[src/rtl/prn_pkg.sv]
package prn_pkg;
  typedef enum logic {
    XS_IDLE = 1'b0,
    XS_HOLD = 1'b1
  } xfer_st_e;
endpackage

[src/rtl/prn_sync.sv]
module prn_sync #(
  parameter int STAGES = 2
) (
  input  logic clk,
  input  logic rst,
  input  logic din,
  output logic dout
);
  generate
    if (STAGES == 0) begin : g_direct
      assign dout = din;
    end else begin : g_chain
      logic [STAGES-1:0] chain_q;
      always_ff @(posedge clk) begin
        if (rst) chain_q <= '0;
        else if (STAGES == 1) chain_q <= din;
        else chain_q <= {chain_q[STAGES-2:0], din};
      end
      assign dout = chain_q[STAGES-1];
    end
  endgenerate
endmodule

[src/rtl/prn_regs.sv]
module prn_regs #(
  parameter int DATA_W = 8
) (
  input  logic              clk,
  input  logic              rst,
  input  logic              acc_cs,
  input  logic              acc_wr,
  input  logic              acc_sel,
  input  logic [DATA_W-1:0] acc_wdata,
  input  logic              xfer_done,
  output logic [DATA_W-1:0] acc_rdata,
  output logic [DATA_W-1:0] buf_q,
  output logic [DATA_W-1:0] stat_q,
  output logic              irq_n
);
  localparam int RDY_BIT = DATA_W - 1;
  localparam int IEN_BIT = 0;
  localparam logic [DATA_W-1:0] STAT_RST = {1'b1, {(DATA_W-2){1'b0}}, 1'b1};

  logic              wr_buf, wr_stat, rd_any;
  logic [DATA_W-1:0] stat_nx;

  assign wr_buf  = acc_cs & acc_wr & acc_sel;
  assign wr_stat = acc_cs & acc_wr & ~acc_sel;
  assign rd_any  = acc_cs & ~acc_wr;

  always_comb begin
    stat_nx = stat_q;
    if (wr_stat) begin
      stat_nx[RDY_BIT-1:0] = acc_wdata[RDY_BIT-1:0];
      if (!acc_wdata[RDY_BIT]) stat_nx[RDY_BIT] = 1'b0;
    end
    if (xfer_done) stat_nx[RDY_BIT] = 1'b1;
  end

  always_ff @(posedge clk) begin
    if (rst) begin
      stat_q    <= STAT_RST;
      buf_q     <= '0;
      acc_rdata <= '0;
      irq_n     <= 1'b0;
    end else begin
      stat_q <= stat_nx;
      irq_n  <= ~(stat_nx[RDY_BIT] & stat_nx[IEN_BIT]);
      if (wr_buf) buf_q <= acc_wdata;
      if (rd_any) acc_rdata <= acc_sel ? buf_q : stat_q;
    end
  end
endmodule

[src/rtl/prn_xfer.sv]
module prn_xfer
  import prn_pkg::*;
#(
  parameter int DATA_W = 8
) (
  input  logic              clk,
  input  logic              rst,
  input  logic              req,
  input  logic              rdy_s,
  input  logic [DATA_W-1:0] buf_q,
  output logic [DATA_W-1:0] pd_q,
  output logic              strobe_q,
  output logic              done,
  output logic              busy
);
  xfer_st_e st_q;
  logic     start;

  assign start = (st_q == XS_IDLE) & req & rdy_s;
  assign done  = (st_q == XS_HOLD) & ~rdy_s & ~strobe_q;
  assign busy  = (st_q == XS_HOLD);

  always_ff @(posedge clk) begin
    if (rst) begin
      st_q     <= XS_IDLE;
      pd_q     <= '0;
      strobe_q <= 1'b0;
    end else begin
      strobe_q <= start;
      if (start) begin
        pd_q <= buf_q;
        st_q <= XS_HOLD;
      end else if (done) begin
        st_q <= XS_IDLE;
      end
    end
  end
endmodule

[src/rtl/prn_out_port.sv]
module prn_out_port #(
  parameter int DATA_W      = 8,
  parameter int SYNC_STAGES = 2
) (
  input  logic              clk,
  input  logic              rst,
  input  logic              bus_cs,
  input  logic              bus_wr,
  input  logic              bus_sel,
  input  logic [DATA_W-1:0] bus_wdata,
  output logic [DATA_W-1:0] bus_rdata,
  output logic              irq_n,
  output logic [DATA_W-1:0] prn_data,
  output logic              prn_strobe,
  input  logic              prn_ready
);
  localparam int RDY_BIT = DATA_W - 1;

  logic              rdy_s, xfer_done, xfer_busy;
  logic [DATA_W-1:0] buf_q, stat_q;

  prn_sync #(.STAGES(SYNC_STAGES)) u_sync (
    .clk(clk), .rst(rst), .din(prn_ready), .dout(rdy_s)
  );

  prn_regs #(.DATA_W(DATA_W)) u_regs (
    .clk(clk), .rst(rst),
    .acc_cs(bus_cs), .acc_wr(bus_wr), .acc_sel(bus_sel), .acc_wdata(bus_wdata),
    .xfer_done(xfer_done), .acc_rdata(bus_rdata),
    .buf_q(buf_q), .stat_q(stat_q), .irq_n(irq_n)
  );

  prn_xfer #(.DATA_W(DATA_W)) u_xfer (
    .clk(clk), .rst(rst), .req(~stat_q[RDY_BIT]), .rdy_s(rdy_s),
    .buf_q(buf_q), .pd_q(prn_data), .strobe_q(prn_strobe),
    .done(xfer_done), .busy(xfer_busy)
  );
endmodule

[config.mk]
export PLATFORM = sky130hd
export DESIGN_NAME = prn_out_port
export DESIGN_NICKNAME = d
export VERILOG_FILES = /design/src/rtl/prn_pkg.sv /design/src/rtl/prn_sync.sv /design/src/rtl/prn_regs.sv /design/src/rtl/prn_xfer.sv /design/src/rtl/prn_out_port.sv
export SDC_FILE = /design/constraint.sdc
export NUM_CORES = 1
export LEC_CHECK = 0
export CORE_MARGIN = 2
export CORE_UTILIZATION = 30
export CTS_BUF_LIST = sky130_fd_sc_hd__clkbuf_16
export DETAILED_ROUTE_END_ITERATION = 10
export DONT_BUFFER_PORTS = 1
export SLEW_MARGIN = 10
export SYNTH_ARGS = -nofsm -noshare
export SYNTH_HDL_FRONTEND = slang
export SYNTH_SLANG_ARGS = --single-unit
export TNS_END_PERCENT = 50
[constraint.sdc]
create_clock -name clk -period 1.59 [get_ports clk]
set_clock_uncertainty 0.15 [all_clocks]
set_input_delay 0.159 -clock clk [delete_from_list [all_inputs] [get_ports clk]]
set_output_delay 0.159 -clock clk [all_outputs]
set_load 0.02 [all_outputs]
Yosys cells after proc, flatten, opt, wreduce, memory -nomap -nowiden
Cells that the tools add are included.

storage, ports and cells
  output and inout bits = 18
  register bits after elaboration = 37

cells by class
  reductions and logical operators = 1
  bitwise gates (word level) = 16
  mux-type cells = 6

operators by type and width
  cell               number
  $mux 8             2
  $and 1x1->1        9
  $not 1->1          7
  $mux 1             4
  $reduce_bool 2->1  1

Longest topological paths before layout
  depth after elaboration = 6
  gate-level depth with buffers = 5
  mapped depth without buffers = 3

Modules after synthesis
Synthesis repeated with hierarchy kept, for this count alone.

unflattened totals
  cells, all modules = 140
  area, all modules = 1481.4 µm²

modules (own cells, without submodules)
  module        seq. area each (µm²)  cells each  instances  area an instance (µm²)
  prn_regs      500.5                 93          1          994.7
  prn_xfer      200.2                 42          1          430.4
  prn_sync      40.0                  4           1          52.6
  prn_out_port  0.0                   1           1          3.8

Worst setup path before layout
No wires, ideal clock.

  path kind = input-to-reg
  start point = in bus_sel
  end point = reg u_regs.irq_n
  stages = 5
  slack = 0.363 ns
  required time = 1.320 ns
  setup time = 0.120 ns
  buffers on the path = 2
  arrival = 0.957 ns
  cell sequence = buf_6 nand3b_4 buf_6 nor3b_1 a211o_1

between the ends
  word-level cells in the longest chain between the ends = 6

RTL lines
  what                    RTL line           source
  start: declaration      prn_out_port.sv:9  input logic bus_sel,
  $not 1->1 (*)           prn_regs.sv:24     assign wr_stat = acc_cs & acc_wr & ~acc_sel;
  $and 1x1->1 (*)         prn_regs.sv:24
  $mux 8 (*)              prn_regs.sv:29     if (wr_stat) begin
  $mux 1                  prn_regs.sv:33     if (xfer_done) stat_nx[RDY_BIT] = 1'b1;
  $and 1x1->1 (*)         prn_regs.sv:44     irq_n <= ~(stat_nx[RDY_BIT] & stat_nx[IEN_BIT]);
  $not 1->1 (*)           prn_regs.sv:44
  end signal: assignment  prn_regs.sv:44
  end: declaration        prn_regs.sv:14     output logic irq_n

Every way passes the cells marked *; elsewhere a longest branch is shown, timed or not.
A chain may end at the register's enable or synchronous reset.

Worst setup path in the final report
  start point = reg u_sync.g_chain.chain_q[1]
  end point = reg u_xfer.pd_q[4]

between the ends
  word-level cells in the longest chain between the ends = 1

RTL lines
  what                      RTL line        source
  start: declaration        prn_sync.sv:13  logic [STAGES-1:0] chain_q;
  start signal: assignment  prn_sync.sv:16  else if (STAGES == 1) chain_q <= din;
  start signal: assignment  prn_sync.sv:17  else chain_q <= {chain_q[STAGES-2:0], din};
  $and 1x1->1               prn_xfer.sv:19  assign start = (st_q == XS_IDLE) & req & rdy_s;
  end signal: assignment    prn_xfer.sv:31  pd_q <= buf_q;
  end: declaration          prn_xfer.sv:11  output logic [DATA_W-1:0] pd_q,

Every way passes these cells.

==> flow_summary.html <==
<table>
<tr><th>Metric</th><th>Value</th></tr>
<tr><th colspan="2">Run status</th></tr>
<tr><td>Result of the run</td><td>complete, but fails checks</td></tr>
<tr><td>Violated checks</td><td>negative hold slack</td></tr>
<tr><th colspan="2">Detailed routing</th></tr>
<tr><td>Detailed-routing iteration count for the pre-antenna-repair pass</td><td>4</td></tr>
<tr><td>Wire length per cell after detailed routing</td><td>14.3 um</td></tr>
<tr><td>Average vias per placed instance</td><td>4.70</td></tr>
<tr><td>Remaining antenna violation count after routing</td><td>0</td></tr>
<tr><td>Drt first-iter violations</td><td>14</td></tr>
<tr><td>Total wire length after detailed routing</td><td>2.79 mm</td></tr>
<tr><td>Vias</td><td>916</td></tr>
<tr><td>DRC violations left</td><td>0</td></tr>
<tr><th colspan="2">Timing</th></tr>
<tr><td>Worst slew margin relative to its limit</td><td>79.2%</td></tr>
<tr><td>Slew at the pin with the worst max-slew slack</td><td>312 ps</td></tr>
<tr><td>Count of pins over their slew limit</td><td>0</td></tr>
<tr><td>Minimum clock period</td><td>1280 ps</td></tr>
<tr><td>Period utilization</td><td>80.5%</td></tr>
<tr><td>RSZ-0062 raised after global routing</td><td>no</td></tr>
<tr><td>Worst hold-check slack</td><td>-4.39 ps</td></tr>
<tr><td>Count of final setup violators</td><td>0</td></tr>
<tr><td>Upper clock frequency limit</td><td>781 MHz</td></tr>
<tr><td>Worst setup margin</td><td>310 ps</td></tr>
<tr><td>Endpoints failing hold</td><td>1</td></tr>
<tr><td>Total negative setup slack</td><td>0 ps</td></tr>
<tr><th colspan="2">Global route</th></tr>
<tr><td>Number of global-route vias before repair</td><td>906</td></tr>
<tr><td>First-pass GRT wire length</td><td>4.46 mm</td></tr>
<tr><td>Pin count of the biggest net entering global routing</td><td>37</td></tr>
<tr><td>Global route overflow</td><td>0</td></tr>
<tr><td>Number of antenna violations at the first check in global routing</td><td>0</td></tr>
<tr><td>GR Util All Layers</td><td>11.4%</td></tr>
<tr><th colspan="2">Critical path</th></tr>
<tr><td>Buffers plus inverters on the worst setup path</td><td>1</td></tr>
<tr><td>Critical path, cell by cell</td><td>nor3b_1, buf_4, mux2i_1, nor2_1</td></tr>
<tr><td>Setup crit start kind</td><td>flop</td></tr>
<tr><td>Worst-case reg-to-reg path depth</td><td>4</td></tr>
<tr><td>Slowest cell on the critical path</td><td>dfxtp_1</td></tr>
<tr><td>Data required time of the worst path</td><td>1600 ps</td></tr>
<tr><td>Arrival time worst endpoint</td><td>1290 ps</td></tr>
<tr><td>Total stage count of the critical path</td><td>4</td></tr>
<tr><td>Endpoint class of the critical path</td><td>flop</td></tr>
<tr><td>Peak fanout along the critical path</td><td>9</td></tr>
<tr><td>Setup CP Type</td><td>flop to flop</td></tr>
<tr><td>Largest delay share family, worst path</td><td>flip-flops</td></tr>
<tr><td>Max incr delay on CP</td><td>340 ps</td></tr>
<tr><th colspan="2">Place</th></tr>
<tr><td>Area after detailed placement</td><td>1410 um2</td></tr>
<tr><td>Final weighted congestion in routability-driven placement</td><td>0.795</td></tr>
<tr><td>Setup slack at placement</td><td>344 ps</td></tr>
<tr><td>Detailed Place HPWL</td><td>1.97 mm</td></tr>
<tr><td>Count of buffers from port buffering</td><td>0</td></tr>
<tr><th colspan="2">CTS</th></tr>
<tr><td>Root buf cell</td><td>clkbuf_16</td></tr>
<tr><td>Max Buffers Root-to-Sink</td><td>2</td></tr>
<tr><td>Post-CTS setup buffer count</td><td>0</td></tr>
<tr><td>Num CTS Buffers</td><td>5</td></tr>
<tr><td>Clock latency at the later pin of the worst-skew pair</td><td>270 ps</td></tr>
<tr><td>Clock Sink Count</td><td>37</td></tr>
<tr><td>Maximum level of the CTS H-tree</td><td>2</td></tr>
<tr><td>Clk pin slew, worst setup/hold paths</td><td>50 ps</td></tr>
<tr><td>TritonCTS clock tree</td><td>built</td></tr>
<tr><th colspan="2">Die</th></tr>
<tr><td>Total I/O pin count</td><td>32</td></tr>
<tr><td>Initial cell density of the core</td><td>31.7%</td></tr>
<tr><td>Die boundary width</td><td>72.3 um</td></tr>
<tr><td>Floorplan die height</td><td>72.3 um</td></tr>
<tr><td>Die outline area</td><td>5230 um2</td></tr>
<tr><td>Placeable core region</td><td>4410 um2</td></tr>
<tr><td>Row Count</td><td>24</td></tr>
<tr><th colspan="2">Final layout</th></tr>
<tr><td>Final cell area excluding filler cells</td><td>1670 um2</td></tr>
<tr><td>Synth-to-layout area growth</td><td>19.2%</td></tr>
<tr><td>Most frequent cells in the layout</td><td>dfxtp_1, nor2_1, mux2i_1</td></tr>
<tr><td>Inserted Diodes</td><td>0</td></tr>
<tr><td>Proportion of layout cells with a drive suffix above 1</td><td>7.69%</td></tr>
<tr><td>Final-layout fill cell count</td><td>408</td></tr>
<tr><td>Flip-flop and latch area</td><td>741 um2</td></tr>
<tr><td>Multi-input gate area</td><td>592 um2</td></tr>
<tr><td>Leading cell type in the layout, fill and taps excluded</td><td>dfxtp_1</td></tr>
<tr><td>Final layout net count</td><td>156</td></tr>
<tr><th colspan="2">Synth</th></tr>
<tr><td>Number of distinct library cells after synthesis</td><td>18</td></tr>
<tr><td>Synth Area per Inst</td><td>10.7 um2</td></tr>
<tr><td>Flop and latch count out of synthesis</td><td>37</td></tr>
<tr><td>Synth area leaders</td><td>dfxtp_1, mux2i_1, nor2_1</td></tr>
<tr><td>Cell type contributing the most total cell area after synthesis</td><td>dfxtp_1</td></tr>
<tr><td>Count of mapped cells out of synthesis</td><td>131</td></tr>
<tr><td>Top-area cell type share of the netlist area</td><td>52.9%</td></tr>
<tr><td>Yosys warning total</td><td>0</td></tr>
<tr><td>Seq/Total Area, Yosys</td><td>52.9%</td></tr>
<tr><td>Netlist area before placement</td><td>1400 um2</td></tr>
<tr><td>Mapped Nets</td><td>145</td></tr>
<tr><th colspan="2">Pwr</th></tr>
<tr><td>Sequential Power Share</td><td>49.5%</td></tr>
<tr><td>Psw</td><td>0.428 mW</td></tr>
<tr><td>Fraction of power consumed by the clock network</td><td>44.6%</td></tr>
<tr><td>Pwr Density</td><td>1210 nW/um2</td></tr>
<tr><td>Combinational fraction of design power</td><td>5.9%</td></tr>
<tr><td>Peak supply drop</td><td>0.000659 V</td></tr>
<tr><td>Static Leak</td><td>0.716 nW</td></tr>
<tr><td>Int Power</td><td>1.59 mW</td></tr>
<tr><td>Pwr Total</td><td>2.02 mW</td></tr>
<tr><td>Switching fraction of total power</td><td>21.2%</td></tr>
<tr><th colspan="2">Hold path</th></tr>
<tr><td>Worst hold-check path type</td><td>input port to flop</td></tr>
<tr><td>Number of cells on the worst hold path</td><td>2</td></tr>
<tr><th colspan="2">Job</th></tr>
<tr><td>Count of maximum capacitance violations</td><td>0</td></tr>
</table>
final cells by class:
type / instances / area share [%]
timing repair buffer: 13 / 8.09
sequential: 37 / 44.3
clock inverter: 3 / 0.749
tap: 52 / 3.90
clock buffer: 5 / 7.49
multi-input combinational: 85 / 35.4
cells in the mapped netlist:
cell	instances
nor2b_1	5
clkbuf_1	3
dfxtp_1	37
a21oi_1	1
buf_4	1
nor3_1	1
a211o_1	1
nand3_2	1
nand2_1	1
buf_6	4
o21ai_0	1
mux2i_1	30
buf_2	1
nor3b_1	2
a211oi_1	8
nor2_1	32
o21a_1	1
nand3b_4	1
power groups by stage:
| stage | clock (mW) | combinational [mW] | sequential (mW) |
|---|---|---|---|
| final | 0.899 | 0.120 | 0.998 |
| after detailed placement | 0 | 0.0787 | 1.02 |
| after CTS | 0.927 | 0.120 | 0.998 |
| after global routing | 0.967 | 0.132 | 1.00 |
| after floorplan | 0 | 0.0928 | 1.01 |
| after global placement | 0 | 0.0765 | 1.02 |
final timing paths:
kind | to | slack, ps | startpoint
max | u_xfer.pd_q[4]$_SDFFE_PP0P_ | 310 | u_sync.g_chain.chain_q[1]$_SDFF_PP0_
min | u_regs.acc_rdata[3]$_SDFFE_PP0P_ | -4 | bus_sel
max reg2reg | u_xfer.pd_q[4]$_SDFFE_PP0P_ | 310 | u_sync.g_chain.chain_q[1]$_SDFF_PP0_
min reg2reg | u_sync.g_chain.chain_q[1]$_SDFF_PP0_ | 290 | u_sync.g_chain.chain_q[0]$_SDFF_PP0_
cell families (layout without fill, tap and decap cells):
kind of cell           after synthesis  count (layout)  share of synthesized area, %
flip-flops                          37              37                          52.9
buffers and inverters                9              21                          4.91
AO/OA/AOI/OAI                       12              12                          6.16
multiplexers                        30              30                          21.4
AND/OR/NAND/NOR                     43              43                          14.6
metrics by stage:
step / instances / utilization, %
detailed placement: 176 / 32.0
global route: 195 / 37.8
CTS: 195 / 37.8
global placement: 176 / 32.0
finish: 195 / 37.8
floorplan: 131 / -
worst register-to-register path, stage by stage (launching register included):
cell     delay, ps
dfxtp_1        340
nor3b_1        190
buf_4          220
mux2i_1        220
nor2_1          50
sequential cells by signal, summed over array words and instances (netlist names):
register and count:
u_regs.acc_rdata 8, u_regs.buf_q 8, u_regs.irq_n 1, u_regs.stat_q 8
u_sync.g_chain.chain_q 2, u_xfer.busy 1, u_xfer.pd_q 8, u_xfer.strobe_q 1
routing by layer:
layer,vias to the layer above,global-route usage (%),wire [um]
met3,5,5.28,248
met4,0,6.71,57
met2,23,16.3,1170
li1,472,-,-
met1,416,14.0,1310
met5,-,0,0
what timing repair did:
| item | CTS | global route |
|---|---|---|
| gates resized for setup | 0 | 0 |
| endpoints found under the hold margin | 36 | 0 |
| hold buffers | 11 | 0 |
Power figures use the tool's default switching activity.
